--- config.mk ---
export PLATFORM = sky130hd
export DESIGN_NAME = alarm_match_unit
export DESIGN_NICKNAME = d
export VERILOG_FILES = /design/src/rtl/alarm_match_pkg.sv /design/src/rtl/digit_cmp.sv /design/src/rtl/match_core.sv /design/src/rtl/alarm_out_reg.sv /design/src/rtl/alarm_match_unit.sv
export SDC_FILE = /design/constraint.sdc
export NUM_CORES = 1
export LEC_CHECK = 0
export ABC_AREA = 1
export BUFFER_PORTS_ARGS = -buffer_cell sky130_fd_sc_hd__buf_2
export CORE_AREA = 2 2 39 41
export CTS_CLUSTER_SIZE = 14
export DETAILED_ROUTE_END_ITERATION = 8
export DIE_AREA = 0 0 41 43
export PLACE_DENSITY_LB_ADDON = 0.12
export SETUP_SLACK_MARGIN = 0.3
export SLEW_MARGIN = 20
export SYNTH_ARGS = -nofsm -noshare
export SYNTH_HDL_FRONTEND = slang
export SYNTH_SLANG_ARGS = --single-unit
--- constraint.sdc ---
create_clock -name clk -period 0.85 [get_ports clk]
set_input_delay 0 -clock clk [delete_from_list [all_inputs] [get_ports clk]]
set_output_delay 0 -clock clk [all_outputs]
set_load 0.05 [all_outputs]
--- src/rtl/alarm_match_pkg.sv ---
package alarm_match_pkg;

    localparam int DIGIT_W    = 4;
    localparam int NUM_DIGITS = 4;
    localparam int BANK_W     = 2 * DIGIT_W;
    localparam int HR_LO_W    = DIGIT_W + 1;

    typedef enum logic [1:0] {
        DIG_MIN_ONES = 2'd0,
        DIG_MIN_TENS = 2'd1,
        DIG_HR_ONES  = 2'd2,
        DIG_HR_TENS  = 2'd3
    } digit_pos_e;

    typedef logic [DIGIT_W-1:0] digit_t;

    typedef logic [NUM_DIGITS-1:0][DIGIT_W-1:0] digit_vec_t;

    typedef struct packed {
        logic   hr_tens;
        digit_t hr_ones;
        digit_t min_tens;
        digit_t min_ones;
    } hm_time_t;

    typedef struct packed {
        logic ind;
        logic buzz;
    } alarm_out_t;

    function automatic hm_time_t decode_setting(input logic [HR_LO_W-1:0] hr_lo,
                                                input logic [BANK_W-1:0]  min_bank);
        hm_time_t t;
        t.hr_tens  = hr_lo[DIGIT_W];
        t.hr_ones  = hr_lo[DIGIT_W-1:0];
        t.min_tens = min_bank[BANK_W-1:DIGIT_W];
        t.min_ones = min_bank[DIGIT_W-1:0];
        return t;
    endfunction

    function automatic digit_vec_t to_digits(input hm_time_t t);
        digit_vec_t v;
        v[int'(DIG_HR_TENS)]  = {{(DIGIT_W-1){1'b0}}, t.hr_tens};
        v[int'(DIG_HR_ONES)]  = t.hr_ones;
        v[int'(DIG_MIN_TENS)] = t.min_tens;
        v[int'(DIG_MIN_ONES)] = t.min_ones;
        return v;
    endfunction

endpackage

--- src/rtl/digit_cmp.sv ---
module digit_cmp #(
    parameter int W = 4
) (
    input  logic [W-1:0] a,
    input  logic [W-1:0] b,
    output logic         eq
);
    assign eq = (a == b);
endmodule

--- src/rtl/match_core.sv ---
module match_core
    import alarm_match_pkg::*;
(
    input  hm_time_t now_t,
    input  hm_time_t alarm_t,
    output logic     all_eq
);
    digit_vec_t             lhs;
    digit_vec_t             rhs;
    logic [NUM_DIGITS-1:0]  eq_vec;

    assign lhs = to_digits(now_t);
    assign rhs = to_digits(alarm_t);

    for (genvar g = 0; g < NUM_DIGITS; g++) begin : g_digit
        digit_cmp #(.W(DIGIT_W)) u_cmp (
            .a  (lhs[g]),
            .b  (rhs[g]),
            .eq (eq_vec[g])
        );
    end

    assign all_eq = &eq_vec;
endmodule

--- src/rtl/alarm_out_reg.sv ---
module alarm_out_reg
    import alarm_match_pkg::*;
(
    input  logic clk,
    input  logic rst,
    input  logic match_i,
    input  logic enable_i,
    output logic ind_o,
    output logic buzz_o
);
    alarm_out_t q;

    always_ff @(posedge clk) begin
        if (rst) begin
            q <= '0;
        end else begin
            q.ind  <= match_i;
            q.buzz <= match_i & enable_i;
        end
    end

    assign ind_o  = q.ind;
    assign buzz_o = q.buzz;
endmodule

--- src/rtl/alarm_match_unit.sv ---
module alarm_match_unit
    import alarm_match_pkg::*;
(
    input  logic              clk,
    input  logic              rst,
    input  logic              alarm_en,
    input  logic              hr_tens,
    input  logic [DIGIT_W-1:0] hr_ones,
    input  logic [DIGIT_W-1:0] min_tens,
    input  logic [DIGIT_W-1:0] min_ones,
    input  logic [BANK_W-1:0]  set_hr,
    input  logic [BANK_W-1:0]  set_min,
    output logic              alarm_ind,
    output logic              buzzer
);
    hm_time_t now_t;
    hm_time_t alarm_t;
    logic     match;
    logic     unused_hr_hi;

    assign now_t.hr_tens  = hr_tens;
    assign now_t.hr_ones  = hr_ones;
    assign now_t.min_tens = min_tens;
    assign now_t.min_ones = min_ones;

    assign alarm_t      = decode_setting(set_hr[HR_LO_W-1:0], set_min);
    assign unused_hr_hi = ^set_hr[BANK_W-1:HR_LO_W];

    match_core u_core (
        .now_t   (now_t),
        .alarm_t (alarm_t),
        .all_eq  (match)
    );

    alarm_out_reg u_out (
        .clk      (clk),
        .rst      (rst),
        .match_i  (match),
        .enable_i (alarm_en),
        .ind_o    (alarm_ind),
        .buzz_o   (buzzer)
    );
endmodule

# ---- Word level (Yosys, flattened, before mapping)
# Index checks and enable logic that the tools add are counted.
dict set report word_totals {
  regBits 2
  inputBits 32
  wordCells 8
}
dict set report classes {
  eq_ne 4
  bitwise_logic 1
  reduce_logical 1
}
# op count
set op_table {}
lappend op_table {{== test 4 bit} 3}
lappend op_table {{AND reduction 4 bit} 1}
lappend op_table {{bitwise AND 1 bit} 1}
lappend op_table {{== test 1 bit} 1}

# ---- Longest topological paths before layout
dict set report depth {
  word_depth 3
  mapped_depth 8
  mapped_depth_nobuf 8
}

# ---- Cells and area by module
# Synthesis repeated with hierarchy kept, for this count alone.
dict set report unflattened {
  cells_unflattened 70
  area_unflattened_um2 337.8
}
# module instances cells_each area_each_um2 seq_area_each_um2
set modules_own_cells {}
lappend modules_own_cells {digit_cmp 4 15 66.3 0.0}
lappend modules_own_cells {alarm_out_reg 1 6 57.6 40.0}
lappend modules_own_cells {match_core 1 4 15.0 0.0}

# ---- Least setup slack after synthesis
# Ideal clock, no wire load.
dict set report synth_path {
  path_type {input-to-reg}
  start {input port hr_ones[1]}
  end {register u_out.q, in the netlist u_out.ind_o}
  arrival_ps 499
  required_time_ps 738
  slack_ps 239
  path_stages 6
  path_buffers 0
  cell_sequence {inv_1 -> or2_2 -> nand3_1 -> nor2_1 -> nand2_1 -> inv_1}
}
dict set report synth_via {
  elab_chain_len 2
}
# element line_no
set synth_lines {}
lappend synth_lines {{from (decl)} alarm_match_unit.sv:8} ;# input logic [DIGIT_W-1:0] hr_ones,
lappend synth_lines {{== test 4 bit} digit_cmp.sv:8} ;# assign eq = (a == b);
lappend synth_lines {{AND reduction 4 bit} match_core.sv:23} ;# assign all_eq = &eq_vec;
lappend synth_lines {{to (decl)} alarm_out_reg.sv:11} ;# alarm_out_t q;
# No other way between the ends.
# A chain may end at the register's enable or synchronous reset.

# ---- Worst setup path in the final report
dict set report layout_path {
  start {register u_out.q, in the netlist u_out.ind_o}
  end {output port alarm_ind}
}
# element line_no
set layout_rtl {}
lappend layout_rtl {{to (decl)} alarm_match_unit.sv:13} ;# output logic alarm_ind,
# No word-level cell between the ends.

==> reports/qor.yml <==
layout:
  final_cell_mix: "nand2_1 (35), inv_1 (24), buf_2 (24)"
  layout_commonest_cell: "nand2_1"
  nets: 146
  n_fill_cell: 158
  drive_gt1_frac: 0.3750
  area_growth_pct: 77.57
  register_area_um2: 42.54
  n_antenna_cell: 0
  multi_input_area_um2: 226.5
yosys:
  synth.avg_cell_area_um2: 4.308
  ys_seq_area_frac: 0.1176
  syn_area_um2: 340.3
  synth_top_cell_by_area: "nand2_1"
  synthCells: 79
  synth_area_leaders: "nand2_1 (41%), inv_1 (28%), dfxtp_1 (12%)"
  ys_types: 8
  yosysWarnings: 0
  post-synth-top-area-fraction: 0.4081
  ys_ff_latch: 2
  syn_nets: 111
drt:
  wl_met1_um: 358
  drt_first_pass_iters: 2
  drt-initial-drc-count: 2
  highest_layer: "met3"
  drc_errors: 0
  viasPerCell: 3.789
  num_vias: 485
  antenna_left: 0
  wl_met3_um: 64
  drt-wirelength-per-cell_um: 5.977
  wirelength_um: 765
  met2_length_um: 342
placed_design:
  hpwl_um: 632.3
  dp_slack_ns: 0.1364
  gp_congestion: 0.6055
  io_buffers: 30
grt:
  antenna_found_initial: 0
  grt_pass1_vias: 402
  gr-total-overflow: 0
  grt_usage: 0.09890
  grt_max_degree: 3
  grt_pass1_wl_um: 1242
pwr:
  pwr_density_cell_nw_per_um2: 808.5
  leakage_nw: 0.4360
  ir_drop_mv: 0.2955
timing:
  worst_slew_pin_slew_ns: 0.09200
  fin_crit_ns: 0.6843
  holdWs_ns: -0.008939
  fmax_mhz: 1461
  relSlewSlack: 0.9384
  period_share: 0.8051
  rsz0062_at_grt: "yes"
  fin_setup_tns_ns: 0
  setup_viol: 0
  layout_setup_ws_ns: 0.1657
  finalHoldViolations: 1
  slew_viol_final: 0
die:
  initial_utilization: 0.2459
  die_area_um2: 1763
  ioPinCount: 34
  num_rows: 14
  die_w_um: 41
  core_um2: 1384
  fp.dieH_um: 43
clock_tree:
  cts_made_buffers: 3
  hold_buffers: 0
  clk_pin_slew_worst_paths_ns: 0.03
  htreeDepth: 1
  clk_path_buf_depth: 2
  cts-root-buf: "clkbuf_4"
  cts_num_sinks: 2
  cts_tree: "done"
  post_cts_buffers: 0
worst_setup_path:
  critPathArrivalTime_ns: 0.68
  worstSetupPathType: "reg2out"
  worst_setup_path_end_kind: "output port"
  cp_num_buf_inv: 1
  critical-path-top-delay-family: "flip-flops"
  cp_cell_sequence: "buf_8"
  required_ns: 0.85
  slowest_delay_ns: 0.32
  cpMaxStageDelayCell: "dfxtp_2"
  worst_setup_path_start_kind: "flop"
  critPathMaxFanout: 1
run_status:
  outcome: "finished, violations left"
  violations: "hold timing"
hold_path:
  min_from: "alarm_en"
  whs_path_depth: 3
  hold_end: "u_out.buzz_o"
  hold_class: "in2reg"
flow_run:
  drv_cap: 0
==> cell usage after synthesis <==
cell,number
or2_2,1
inv_1,25
nand2_1,37
or2_1,2
nor2_2,1
nor2_1,10
dfxtp_1,2
nand3_1,1
==> registers in the layout (all words and copies together), names as in the netlist <==
name and flops:
u_out.buzz_o 1, u_out.ind_o 1
==> metal layers <==
metal | GRT usage | vias to the layer above
li1 | - | 280
met1 | 0.1139 | 185
met2 | 0.1594 | 20
met3 | 0.01571 | 0
met4 | 0.06000 | 0
met5 | 0 | -
==> power by group <==
| part | switching [mW] | internal [mW] | leakage (nW) | total (mW) |
|---|---|---|---|---|
| Clock | 0.0519 | 0.156 | 0.0138 | 0.207 |
| Combinational | 0.0831 | 0.103 | 0.405 | 0.187 |
| Sequential | 0.0000201 | 0.0946 | 0.0171 | 0.0946 |
==> worst max-delay path by stage <==
stage | startpoint | slack, ns | endpoint | cells after the start
6_report | u_out.ind_o | 0.17 | alarm_ind | 1
3_5_place_dp | hr_tens | 0.14 | u_out.buzz_o | 9
3_3_place_gp | set_hr[0] | 0.15 | u_out.buzz_o | 8
5_1_grt | u_out.ind_o | 0.14 | alarm_ind | 1
4_1_cts | u_out.ind_o | 0.16 | alarm_ind | 1
2_1_floorplan | hr_ones[2] | 0.29 | u_out.ind_o | 6
==> kinds of logic (layout without fill, tap and decap cells) <==
family / after synthesis / in the layout / synth area share
DFF: 2 / 2 / 0.1177
and+or+nand+nor: 52 / 52 / 0.6066
buffers and inverters: 25 / 58 / 0.2757
==> through the flow <==
stage | total power, mW | instance area (um2) | std cells | hold slack (ns) | utilization
after floorplan | 0.1810 | 350.3 | 79 | 0.1191 | -
after global placement | 0.2590 | 520.5 | 125 | 0.2284 | 0.3761
after detailed placement | 0.2626 | 520.5 | 125 | 0.2321 | 0.3761
after CTS | 0.4825 | 555.5 | 128 | 0.0002702 | 0.4014
after global routing | 0.5410 | 604.3 | 128 | 0.002725 | 0.4367
final | 0.4886 | 604.3 | 128 | -0.008939 | 0.4367
==> area by class of cell <==
cell class / count / area share
well taps: 16 / 0.03313
clock buffers: 3 / 0.03727
flip-flops and latches: 2 / 0.07039
multi-input cells: 52 / 0.3747
inverters: 25 / 0.1553
repair buffers: 30 / 0.3292
==> worst min-delay path: cells and delay by family <==
kind | cells | cell delay [ns]
AND/OR/NAND/NOR | 1 | 0.06
buffers and inverters | 2 | 0.12
==> repair_timing <==
item	4_1_cts	5_1_grt
resized for setup	4	12
setup endpoints to repair	2	4
hold endpoints to repair	0	1
pin swaps	0	9
No activity file was read; power rests on OpenSTA's default activity.
